==> src/rtl/sram_ft_pkg.sv <==
package sram_ft_pkg;

    typedef enum logic [1:0] {
        ST_DESEL = 2'd0,
        ST_READ  = 2'd1,
        ST_WRITE = 2'd2
    } op_state_e;

    localparam int LANES     = 2;
    localparam int LANE_DATA = 8;
    localparam int DATA_W    = LANES * LANE_DATA;
    localparam int WORD_W    = DATA_W + LANES;
    localparam int LANE_W    = LANE_DATA + 1;
    localparam int BURST_W   = 2;

endpackage

==> src/rtl/sram_ft_burst.sv <==
module sram_ft_burst
    import sram_ft_pkg::*;
#(
    parameter int ADDR_W = 6
) (
    input  logic              clk,
    input  logic              rst_n,
    input  logic              en,
    input  logic              load,
    input  logic              step,
    input  logic              mode,
    input  logic [ADDR_W-1:0] addr_in,
    output logic [ADDR_W-1:0] cur_addr
);

    logic [ADDR_W-1:0]  base_q;
    logic [BURST_W-1:0] cnt_q;
    logic [BURST_W-1:0] low;

    always_ff @(posedge clk) begin
        if (!rst_n) begin
            base_q <= '0;
            cnt_q  <= '0;
        end else if (en) begin
            if (load) begin
                base_q <= addr_in;
                cnt_q  <= '0;
            end else if (step) begin
                cnt_q <= cnt_q + 2'd1;
            end
        end
    end

    always_comb begin
        if (mode) low = base_q[BURST_W-1:0] ^ cnt_q;
        else      low = base_q[BURST_W-1:0] + cnt_q;
        cur_addr = {base_q[ADDR_W-1:BURST_W], low};
    end

    // a load edge puts the sampled address on the array
    a_r2_load_latch: assert property (@(posedge clk) disable iff (!rst_n)
        (en && load) |=> cur_addr == $past(addr_in));

    // linear order steps the low bits by one
    a_r10_linear_step: assert property (@(posedge clk) disable iff (!rst_n)
        (en && !load && step && !mode) |=>
        cur_addr[BURST_W-1:0] == $past(cur_addr[BURST_W-1:0]) + 2'd1);

    // interleaved order keeps high bits, low bits are base xor count
    a_r11_interleave: assert property (@(posedge clk) disable iff (!rst_n)
        (en && !load && step && mode) |=>
        ((cur_addr[BURST_W-1:0] ^ base_q[BURST_W-1:0]) == $past(cnt_q) + 2'd1)
        && cur_addr[ADDR_W-1:BURST_W] == $past(cur_addr[ADDR_W-1:BURST_W]));

endmodule

==> src/rtl/sram_ft_array.sv <==
module sram_ft_array
    import sram_ft_pkg::*;
#(
    parameter int ADDR_W = 6
) (
    input  logic              clk,
    input  logic              wr_en,
    input  logic [LANES-1:0]  lane_en,
    input  logic [ADDR_W-1:0] addr,
    input  logic [WORD_W-1:0] wdata,
    output logic [WORD_W-1:0] rdata
);

    localparam int DEPTH = 1 << ADDR_W;

    logic [LANE_W-1:0] lane_q [LANES];

    for (genvar g = 0; g < LANES; g++) begin : g_lane
        logic [LANE_W-1:0] mem [DEPTH];

        always_ff @(posedge clk) begin
            if (wr_en && lane_en[g])
                mem[addr] <= {wdata[DATA_W+g], wdata[g*LANE_DATA +: LANE_DATA]};
        end

        assign lane_q[g] = mem[addr];
    end

    always_comb begin
        rdata = '0;
        for (int i = 0; i < LANES; i++) begin
            rdata[i*LANE_DATA +: LANE_DATA] = lane_q[i][LANE_DATA-1:0];
            rdata[DATA_W+i]                 = lane_q[i][LANE_DATA];
        end
    end

endmodule

==> src/rtl/sram_ft_ctrl.sv <==
module sram_ft_ctrl
    import sram_ft_pkg::*;
(
    input  logic      clk,
    input  logic      rst_n,
    input  logic      cen_n,
    input  logic      ce_all,
    input  logic      adv_ld_n,
    input  logic      we_n,
    input  logic      oe_n,
    output logic      en,
    output logic      load,
    output logic      step,
    output logic      wr_en,
    output op_state_e state,
    output logic      dq_oe
);

    op_state_e state_n;
    logic      first_q;

    assign en = !cen_n;

    always_comb begin
        load  = en && !adv_ld_n && ce_all;
        step  = en && adv_ld_n && (state != ST_DESEL);
        wr_en = en && (state == ST_WRITE);
    end

    // next state
    always_comb begin
        state_n = state;
        unique case (state)
            ST_DESEL: begin
                if (load) state_n = we_n ? ST_READ : ST_WRITE;  // LOAD_RD / LOAD_WR
            end                                                 // IDLE_ADV, LOAD_DESEL hold
            ST_READ, ST_WRITE: begin
                if (load)
                    state_n = we_n ? ST_READ : ST_WRITE;
                else if (en && !adv_ld_n)
                    state_n = ST_DESEL;                         // LOAD_DESEL
            end                                                 // ADVANCE keeps state
            default: state_n = ST_DESEL;
        endcase
    end

    // state register
    always_ff @(posedge clk) begin
        if (!rst_n) begin
            state   <= ST_DESEL;
            first_q <= 1'b0;
        end else if (en) begin
            state   <= state_n;
            first_q <= (state == ST_DESEL);
        end
    end

    // outputs
    always_comb begin
        dq_oe = !oe_n && (state == ST_READ) && !first_q;
    end

    // a stalled edge changes nothing
    a_r7_stall_hold: assert property (@(posedge clk) disable iff (!rst_n)
        cen_n |=> $stable(state) && $stable(first_q));

    // load with any chip enable inactive deselects and drops drive
    a_r3_desel_load: assert property (@(posedge clk) disable iff (!rst_n)
        (en && !adv_ld_n && !ce_all) |=> (state == ST_DESEL) && !dq_oe);

    // advance while deselected stays deselected
    a_r12_idle_adv: assert property (@(posedge clk) disable iff (!rst_n)
        (en && adv_ld_n && state == ST_DESEL) |=> state == ST_DESEL);

    // no drive in the cycle after a write load
    a_r8_write_mask: assert property (@(posedge clk) disable iff (!rst_n)
        (load && !we_n) |=> !dq_oe);

    // no drive on the first cycle out of deselect
    a_r9_first_mask: assert property (@(posedge clk) disable iff (!rst_n)
        (en && state == ST_DESEL) |=> !dq_oe);

    // a load selects the operation from we_n
    a_r2_op_select: assert property (@(posedge clk) disable iff (!rst_n)
        load |=> state == ($past(we_n) ? ST_READ : ST_WRITE));

endmodule

==> src/rtl/sram_ft.sv <==
module sram_ft
    import sram_ft_pkg::*;
#(
    parameter int ADDR_W = 6
) (
    input  logic              clk,
    input  logic              rst_n,
    input  logic              cen_n,
    input  logic              ce1_n,
    input  logic              ce2,
    input  logic              ce3_n,
    input  logic              adv_ld_n,
    input  logic              we_n,
    input  logic [1:0]        bws_n,
    input  logic [ADDR_W-1:0] addr,
    input  logic              mode,
    input  logic              oe_n,
    input  logic [17:0]       wdata,
    output logic [17:0]       rdata,
    output logic              dq_oe
);

    logic              ce_all;
    logic              en;
    logic              load;
    logic              step;
    logic              wr_en;
    op_state_e         state;
    logic [ADDR_W-1:0] cur_addr;

    assign ce_all = !ce1_n && ce2 && !ce3_n;

    sram_ft_ctrl u_ctrl (
        .clk      (clk),
        .rst_n    (rst_n),
        .cen_n    (cen_n),
        .ce_all   (ce_all),
        .adv_ld_n (adv_ld_n),
        .we_n     (we_n),
        .oe_n     (oe_n),
        .en       (en),
        .load     (load),
        .step     (step),
        .wr_en    (wr_en),
        .state    (state),
        .dq_oe    (dq_oe)
    );

    sram_ft_burst #(.ADDR_W(ADDR_W)) u_burst (
        .clk      (clk),
        .rst_n    (rst_n),
        .en       (en),
        .load     (load),
        .step     (step),
        .mode     (mode),
        .addr_in  (addr),
        .cur_addr (cur_addr)
    );

    sram_ft_array #(.ADDR_W(ADDR_W)) u_array (
        .clk      (clk),
        .wr_en    (wr_en),
        .lane_en  (~bws_n),
        .addr     (cur_addr),
        .wdata    (wdata),
        .rdata    (rdata)
    );

    // reset leaves the device deselected with drive off
    a_r1_reset_state: assert property (@(posedge clk)
        !rst_n |=> !dq_oe);

    // a stalled edge keeps the read word
    a_r7_rdata_hold: assert property (@(posedge clk) disable iff (!rst_n)
        (cen_n && $stable(mode)) |=> $stable(rdata));

    // output enable high always removes drive
    a_r8_oe_gate: assert property (@(posedge clk) disable iff (!rst_n)
        oe_n |-> !dq_oe);

endmodule

==> config.mk <==
export PLATFORM = sky130hd
export DESIGN_NAME = sram_ft
export DESIGN_NICKNAME = d
export VERILOG_FILES = /design/src/rtl/sram_ft_pkg.sv /design/src/rtl/sram_ft_burst.sv /design/src/rtl/sram_ft_array.sv /design/src/rtl/sram_ft_ctrl.sv /design/src/rtl/sram_ft.sv
export SDC_FILE = /design/constraint.sdc
export NUM_CORES = 1
export LEC_CHECK = 0
export ABC_AREA = 1
export BUFFER_PORTS_ARGS = -buffer_cell sky130_fd_sc_hd__buf_4
export CAP_MARGIN = 10
export CORE_MARGIN = 2
export CORE_UTILIZATION = 40
export DETAILED_ROUTE_END_ITERATION = 10
export GPL_ROUTABILITY_DRIVEN = 0
export PLACE_DENSITY = 0.67
export SKIP_CTS_REPAIR_TIMING = 1
export SLEW_MARGIN = 20
export SYNTH_ARGS = -nofsm -noshare
export SYNTH_HDL_FRONTEND = slang
export SYNTH_SLANG_ARGS = --single-unit
export TNS_END_PERCENT = 1
==> constraint.sdc <==
create_clock -name clk -period 3.66 [get_ports clk]
set_clock_uncertainty 0.15 [all_clocks]
set_input_delay 0.366 -clock clk [delete_from_list [all_inputs] [get_ports clk]]
set_output_delay 0.366 -clock clk [all_outputs]
set_load 0.01 [all_outputs]
---- Word level (Yosys, flattened, before mapping) ----
Memories as Yosys holds them, arrays and structs flattened.
Index checks and enable logic that the tools add are counted.
storage, ports and cells
  input port bits ......................... 36
  memory bits (writable) .................. 1152
  register bits ........................... 11
  memories ................................ 2
  output and inout port bits .............. 19
memories
  memory                 words  bits a word  rd ports  clocked after memory_dff  write ports  RTL line             source
  u_array.g_lane[0].mem  64     9            1         0                         1            sram_ft_array.sv:19  logic [LANE_W-1:0] mem [DEPTH];
  u_array.g_lane[1].mem  64     9            1         0                         1            sram_ft_array.sv:19
cells by class
  mux-type cells .......................... 12
  bitwise gates (word level) .............. 3
  reductions and logical operators ........ 24
  eq/ne operators ......................... 4
  add/sub/neg operators ................... 2
operators by type and width
  kind                 number
  $mux 2               7
  $logic_and 1x1->1    11
  $logic_not 1->1      6
  $mux 1               4
  $pmux 2 s2           1
  $reduce_and 2->1     2
  $reduce_bool 2->1    2
  $ne 3x2->1 const B   1
  $reduce_and 3->1     1
  $add 2x1->2 const B  1
  $add 2x2->2          1
  $eq 2x1->1 const B   1
  $eq 2x2->1 const B   1
  $logic_not 2->1      1
  $ne 2x2->1 const B   1
  $not 2->2            1
  $reduce_or 2->1      1
  $xor 2x2->2          1
  $not 1->1            1

---- Longest topological paths before layout ----
Gate-level depths: netlist of the first run.
  word-level depth ........................ 6
  gate-level depth with buffers ........... 16
  mapped depth without buffers ............ 13

---- By module ----
A second synthesis of the first run with hierarchy kept.
unflattened totals
  cells, all modules ...................... 4951
  area, all modules ....................... 49735.2 sq um
modules (own cells, without submodules)
  module         instances  area each (sq um)  cells each
  sram_ft_array  1          49088.3            4852
  sram_ft_burst  1          394.1              59
  sram_ft_ctrl   1          231.5              35
  sram_ft        1          21.3               5

---- Worst setup path after synthesis of the first run ----
Ideal clock, no wire load.
  kind .................................... register to register
  from .................................... register u_burst.cnt_q[0]
  to ...................................... memory u_array.g_lane[0].mem[31][0] (netlist name), enable pin
  period minus slack after synthesis ...... 2.736 ns
  required time ........................... 3.123 ns
  arrival time ............................ 2.199 ns
  cell stages (with the launch flop) ...... 9
  path slack .............................. 0.924 ns
  path buffers ............................ 5
  path through ............................ dfxtp_1 -> ha_1 -> buf_2 -> buf_4 -> buf_4 -> buf_2 -> nand2_1 -> buf_2 -> nor3_1
between the ends
  word-level cells in the longest chain between the ends .. 2
  elaborated cells on any way between the ends .. 3
ends and longest elaborated chain
  item                                        RTL line                                  source
  start, declared                             sram_ft_burst.sv:17                       logic [BURST_W-1:0] cnt_q;
  start signal, assigned                      sram_ft_burst.sv:29                       cnt_q <= cnt_q + 2'd1;
  $add 2x2->2 or $xor 2x2->2 (tied branches)  sram_ft_burst.sv:36, sram_ft_burst.sv:35
  $mux 2 *                                    sram_ft_burst.sv:35                       if (mode) low = base_q[BURST_W-1:0] ^ cnt_q;
  end, declared                               sram_ft_array.sv:19
Every way passes the cells marked *; elsewhere a longest branch is shown, timed or not.

---- Final worst setup path of the first run ----
  from .................................... register u_burst.base_q[0]
  to ...................................... output rdata[3]
between the ends
  word-level cells in the longest chain between the ends .. 3
  elaborated cells on any way between the ends .. 4
ends and longest elaborated chain
  item                                        RTL line                                  source
  start, declared                             sram_ft_burst.sv:16                       logic [ADDR_W-1:0] base_q;
  start signal, assigned                      sram_ft_burst.sv:26                       base_q <= addr_in;
  $add 2x2->2 or $xor 2x2->2 (tied branches)  sram_ft_burst.sv:36, sram_ft_burst.sv:35
  $mux 2 *                                    sram_ft_burst.sv:35
  $mem_v2 64x9 *                              n/a
  end, declared                               sram_ft.sv:19                             output logic [17:0] rdata,
Marks and branches as above.

==> results of run 1 <==
==> cells in the mapped netlist, types with 17 or more instances <==
cell / instances
a21boi_0: 189
buf_1: 17
buf_2: 84
buf_4: 39
clkbuf_1: 116
edfxtp_1: 1152
inv_1: 19
mux2i_1: 70
nand2_1: 2126
nand3_1: 32
nor2_1: 45
nor3_1: 126
o21ai_0: 173
o21ai_1: 94
==> routing by layer <==
metal  part of all wire (%)  routed length, um
met1                     40              55710
met2                     48              66360
met3                    8.9              12370
met4                    2.8               3931
met5                 0.0051                  7
==> registers in the layout, summed over array words and instances (netlist names) <==
register	count
u_burst.base_q	6
u_burst.cnt_q	2
u_ctrl.first_q	1
u_array.g_lane.mem	1152
u_ctrl.state	2
==> layout make-up <==
type	instances	area [um^2]
multi-input cells	2901	13190
inverters	30	143.9
flip-flops and latches	1163	34820
diodes	1	2.502
fillers	10540	63440
clock buffers	150	3094
well taps	1625	2033
repair inverters	3	42.54
repair buffers	367	4078
clock inverters	65	713.2
==> power breakdown <==
| part | switching [uW] | leakage, uW | internal (uW) |
|---|---|---|---|
| sequential | 4.29 | 0.0104 | 14600 |
| clock | 5020 | 0.00185 | 7000 |
| combinational | 909 | 0.00964 | 383 |
| total | 5940 | 0.0219 | 22000 |
==> kinds of logic (layout without fill, tap and decap cells) <==
family,Yosys count,count (layout)
muxes,70,70
DFF,1163,1163
other,0,1
buffers and inverters,290,615
and+or+nand+nor,2358,2360
AOI/OAI and AO/OA,466,466
adders and majority gates,5,5
==> worst max-delay path, stage by stage, from the launching register on <==
cell,delay [ps]
dfxtp_2,360
ha_4,140
inv_1,40
nor2_1,200
nand3_4,170
nand2_8,180
buf_4,240
buf_16,200
nand2_1,70
o21ai_1,70
nand2_1,100
nand2_1,170
nand2_1,80
nand2_2,160
nor2_1,70
nand2_1,120
buf_4,140
==> through the flow <==
| stage | setup slack (ps) | util (%) |
|---|---|---|
| global placement | 354.7 | 43.08 |
| CTS | -411.8 | 46.25 |
| floorplan | 924.0 | - |
| global route | -212.5 | 47.81 |
| detailed placement | 362.0 | 43.11 |
| finish | -113.0 | 47.81 |
==> worst max-delay path by stage <==
stage                 startpoint                      endpoint
6_report       u_burst.base_q[0]                      rdata[3]
5_1_grt        u_burst.base_q[0]                      rdata[3]
4_1_cts         u_burst.cnt_q[0]                      rdata[4]
3_5_place_dp    u_burst.cnt_q[0]                     rdata[13]
3_3_place_gp    u_burst.cnt_q[0]                      rdata[4]
2_1_floorplan   u_burst.cnt_q[0]  u_array.g_lane[0].mem[31][0]
==> metrics.yaml, run 1 <==
run_status:
  outcome: "complete, but fails checks"
  violations: "negative setup slack"
hold_path:
  hold_path.class: "input pin to flop"
  hold-path-endpoint: "u_burst.base_q[4]"
  holdPathStages: 3
  hold_start: "addr[4]"
setup_path:
  crit_type: "flop to primary output"
  path_max_fanout: 22
  regToRegSetupSlack_ps: 430
  reg2reg_to: "u_array.g_lane[0].mem[32][4]"
  crit_path_start_kind: "flop"
  required_ps: 3140
  crit_path_end_kind: "primary output"
  r2r-start: "u_burst.base_q[0]"
  r2r_cells: 13
  cp.arrival_ps: 3260
synthesis:
  synth_top_area_cell: "edfxtp_1"
  synth_top_area_share_pct: 70.66
  synth_area_per_cell_um2: 11.25
  yosys_warnings: 0
  synthDistinctLibCells: 29
  synth_fp_nets: 4393
  synth.mux.area_fraction_pct: 1.431
  synth_edf_count: 1152
  synth-seq-cells: 1163
  yosys.area_share.simple_pct: 18.79
  synthArstFlopShare_pct: 0
  synth-xor-area-share_pct: 0
  synth_fa_ha_area_share_pct: 0.1278
  ys_seq_area_share_pct: 71.11
  synth_top_family_by_area: "simple AND/OR/NAND/NOR gates"
  syn-cell-area_um2: 48950
  synthTopCellsByArea: "edfxtp_1, nand2_1, a21boi_0"
  synth_compound_area_share_pct: 5.735
  postSynthCellCount: 4352
  synth_flop_cell: "edfxtp_1"
timing:
  period_needed_ps: 3773
  hold_slack_ps: 46.93
  relSlewSlack_pct: 38.09
  tns_ps: -671.7
  final.period_utilization_pct: 103.1
  fmax_mhz: 265.0
  worstMarginPinSlew_ps: 925.7
  setup_viol: 15
  rsz0062_at_grt: "true"
  slew_viol_final: 0
  setup_ws_ps: -113.0
  finalHoldViolations: 0
pwr:
  cellPowerDensity_nw_per_um2: 480.9
  p_leak_uw: 0.02193
  power_uw: 27950
  ir_drop_mv: 0.3732
layout:
  finalNetCount: 4623
  drive_gt1_share_pct: 13.72
  area_growth_pct: 18.72
  final_cell_mix: "nand2_1, edfxtp_1, buf_4"
  final_cells: 6305
  stdcell_area_um2: 58120
  layout_commonest_cell: "nand2_1"
global_route:
  use_met3_pct: 3.258
  met2_usage_pct: 33.02
  grtUsageTotal_pct: 19.84
  grt_pass1_wl_um: 189900
  grt_overflow: 0
  grt_max_degree: 100
  met1_usage_pct: 26.66
  antenna_found_initial: 1
  grt_pass1_vias: 30830
  busiest_layer: "met2"
route:
  vias: 33520
  dr.pass1.iters: 6
  finalWirelength_um: 138400
  drc_errors: 0
  wl_per_cell_um: 21.95
  final_antenna_net_count: 0
  via_per_inst: 5.317
  drtIter0Drc: 3923
clocking:
  numCtsBuffers: 116
  clk-insertion-delay-late_ps: 710
  cts_max_level: 3
  clock_sinks: 1163
  cts_root_buffer: "clkbuf_16"
  cts_buffer_depth: 3
  cts_tree: "yes"
  path_clk_slew_ps: 60
floorplanning:
  ios: 55
  die-area_um2: 125200
  die_y_um: 353.8
  rows: 128
  design.core.area_um2: 121600
  die_x_um: 353.8
  start_util_pct: 40.27
place:
  dp_hpwl_um: 74100
  portBuffers: 54
  dpl_cell_area_um2: 52410
  placed_cells: 6011
job:
  maxCapViolations: 0
Power figures use the tool's default switching activity.
==> run 2, diff against run 1 <==
--- a/config.mk
+++ b/config.mk
@@ -12,7 +12,6 @@
 export CORE_UTILIZATION = 40
 export DETAILED_ROUTE_END_ITERATION = 10
 export GPL_ROUTABILITY_DRIVEN = 0
-export PLACE_DENSITY = 0.67
 export SKIP_CTS_REPAIR_TIMING = 1
 export SLEW_MARGIN = 20
 export SYNTH_ARGS = -nofsm -noshare
==> run 2 against run 1 <==
Net effect:
- the flow finishes with violations (negative hold slack, negative setup slack)
- critical path depth down 3
- clock-buffer cell count fell by 13
- cell count is 0.51% higher
- die area did not move
- global-route usage increased by 0.70 points
- sequential share of layout area shrank 0.12 points
- clock power about the same
- setup slack gained 100 ps
- worst hold slack worse by 89 ps
- non-clock buffer count is 20 higher
- via count shrank 1.8%
- critical endpoint is now rdata[5]
- highest routed layer unchanged
==> metrics.yaml, run 2 (same netlist as run 1, synthesis figures left out) <==
run_status:
  outcome: "complete, but fails checks"
  violations: "negative hold slack, negative setup slack"
layout:
  area_growth_pct: 18.95
  largest_register_ffs: 1152  # unchanged
  drive_gt1_share_pct: 14.56  # +0.84 points
  regMostFlops: "u_array.g_lane.mem"
  stdcell_area_um2: 58230  # +0.19%
  final_cells: 6337  # +0.51%
  fin_util_pct: 47.91  # +0.093 points
  top_regs: "u_array.g_lane.mem x1152, u_burst.base_q x6"
  finalNetCount: 4646  # +0.50%
  final_cell_mix: "nand2_1, edfxtp_1, buf_4"
  layout_commonest_cell: "nand2_1"
setup_path:
  crit_path_end_kind: "primary output"
  cp.arrival_ps: 3160  # -100 ps
  path_max_fanout: 15  # -32%
  crit_type: "flop to primary output"
  crit_path_start_kind: "flop"
  required_ps: 3140  # about the same
timing:
  period_needed_ps: 3672  # -101.5 ps
  worstMarginPinSlew_ps: 870.6  # -55.03 ps
  hold_slack_ps: -42.09  # -89.02 ps
  rsz0062_at_grt: "true"
  final.period_utilization_pct: 100.3  # -2.8 points
  slew_viol_final: 0  # unchanged
  setup_viol: 3  # -12
  finalHoldViolations: 2  # +2
  fmax_mhz: 272.4  # +2.8%
  setup_ws_ps: -11.58  # +101.5 ps
  relSlewSlack_pct: 41.96  # +3.9 points
place:
  dp_hpwl_um: 75750  # +2.2%
  dpl_cell_area_um2: 52610  # +0.39%
  placed_cells: 6032  # +0.35%
  pre_cts_ws_ps: 277.6  # -84.40 ps
  portBuffers: 54  # unchanged
clocking:
  cts_buffer_depth: 3  # unchanged
  cts_root_buffer: "clkbuf_16"
  clock_sinks: 1163  # unchanged
  numCtsBuffers: 120  # +3.4%
  cts_max_level: 3  # unchanged
  cts_tree: "yes"
  path_clk_slew_ps: 60  # about the same
  clk-insertion-delay-late_ps: 720  # about the same
pwr:
  power_uw: 28100  # +0.53%
  cellPowerDensity_nw_per_um2: 482.5  # +0.33%
  p_leak_uw: 0.02206  # +0.58%
  ir_drop_mv: 0.4346  # +16%
floorplanning:
  rows: 128  # unchanged
  die_y_um: 353.8  # unchanged
  design.core.area_um2: 121600  # unchanged
  die_x_um: 353.8  # unchanged
  ios: 55  # unchanged
  die-area_um2: 125200  # unchanged
  start_util_pct: 40.27  # unchanged
job:
  maxCapViolations: 0  # unchanged
route:
  dr.pass1.iters: 6  # unchanged
  final_antenna_net_count: 0  # unchanged
  vias: 32910  # -1.8%
  wl_per_cell_um: 21.74  # -0.95%
  drtIter0Drc: 3473  # -11%
  via_per_inst: 5.194  # -2.3%
  drc_errors: 0  # unchanged
  finalWirelength_um: 137800  # -0.45%
global_route:
  grt_overflow: 0  # unchanged
  antenna_found_initial: 4  # +3
  grt_pass1_vias: 31520  # +2.2%
  grt_max_degree: 83  # -17%
  grtUsageTotal_pct: 20.54  # +0.70 points
  grt_pass1_wl_um: 195300  # +2.9%
hold_path:
  hold_path.class: "input pin to flop"
[run 2: per-stage QoR]
step                      hold WS [ps]  setup TNS (ps)
after floorplan                  276.8               0
after global placement           321.2               0
after detailed placement         337.0               0
after CTS                       -281.2           -4589
after global routing            -7.403           -1641
final                           -42.09          -23.38
[run 2: worst paths after layout]
| path | slack (ps) | endpoint | depth (start not counted) | from |
|---|---|---|---|---|
| worst min register to register | 340 | u_burst.base_q[0] | 2 | u_burst.base_q[0] |
| worst max register to register | 310 | u_array.g_lane[1].mem[7][5] | 10 | u_burst.base_q[0] |
| worst min-delay path | -40 | u_burst.cnt_q[0] | 5 | adv_ld_n |
| worst max-delay path | -10 | rdata[5] | 13 | u_burst.cnt_q[0] |
[run 2: power by group]
group / internal [uW] / total [uW] / switching [uW]
registers: 14600 / 14600 / 4.42
logic: 382 / 1250 / 872
clock network: 7030 / 12200 / 5180
total: 22000 / 28100 / 6050
[run 2: area by class of cell]
cell class / instances / area (um^2)
fill: 10870 / 63320
sequential: 1163 / 34820
multi-input combinational: 2900 / 13150
timing repair buffer: 387 / 4125
clock buffer: 137 / 3088
tap: 1625 / 2033
clock inverter: 91 / 833.3
inverter: 30 / 143.9
timing repair inverter: 3 / 33.78
antenna: 1 / 2.502
[run 2: worst max-delay path, cell delays in order (launching register included)]
cell and delay (ps):
dfxtp_2 340, ha_4 390, buf_12 200, buf_4 190
clkbuf_16 210, mux2i_1 190, o21ai_0 90, nand2_1 70
nand2_1 80, nand2_1 120, nand2_1 110, nor2_2 160
nand2_4 100, buf_4 160
[run 2: layer usage]
layer  track usage (%)  vias up  routed length [um]
met5                 0        -                  13
met4             6.817        2                3707
met3             2.923      240                8906
met2             34.05     1126               66790
met1             27.82    16180               58350
li1                  -    15370                   -
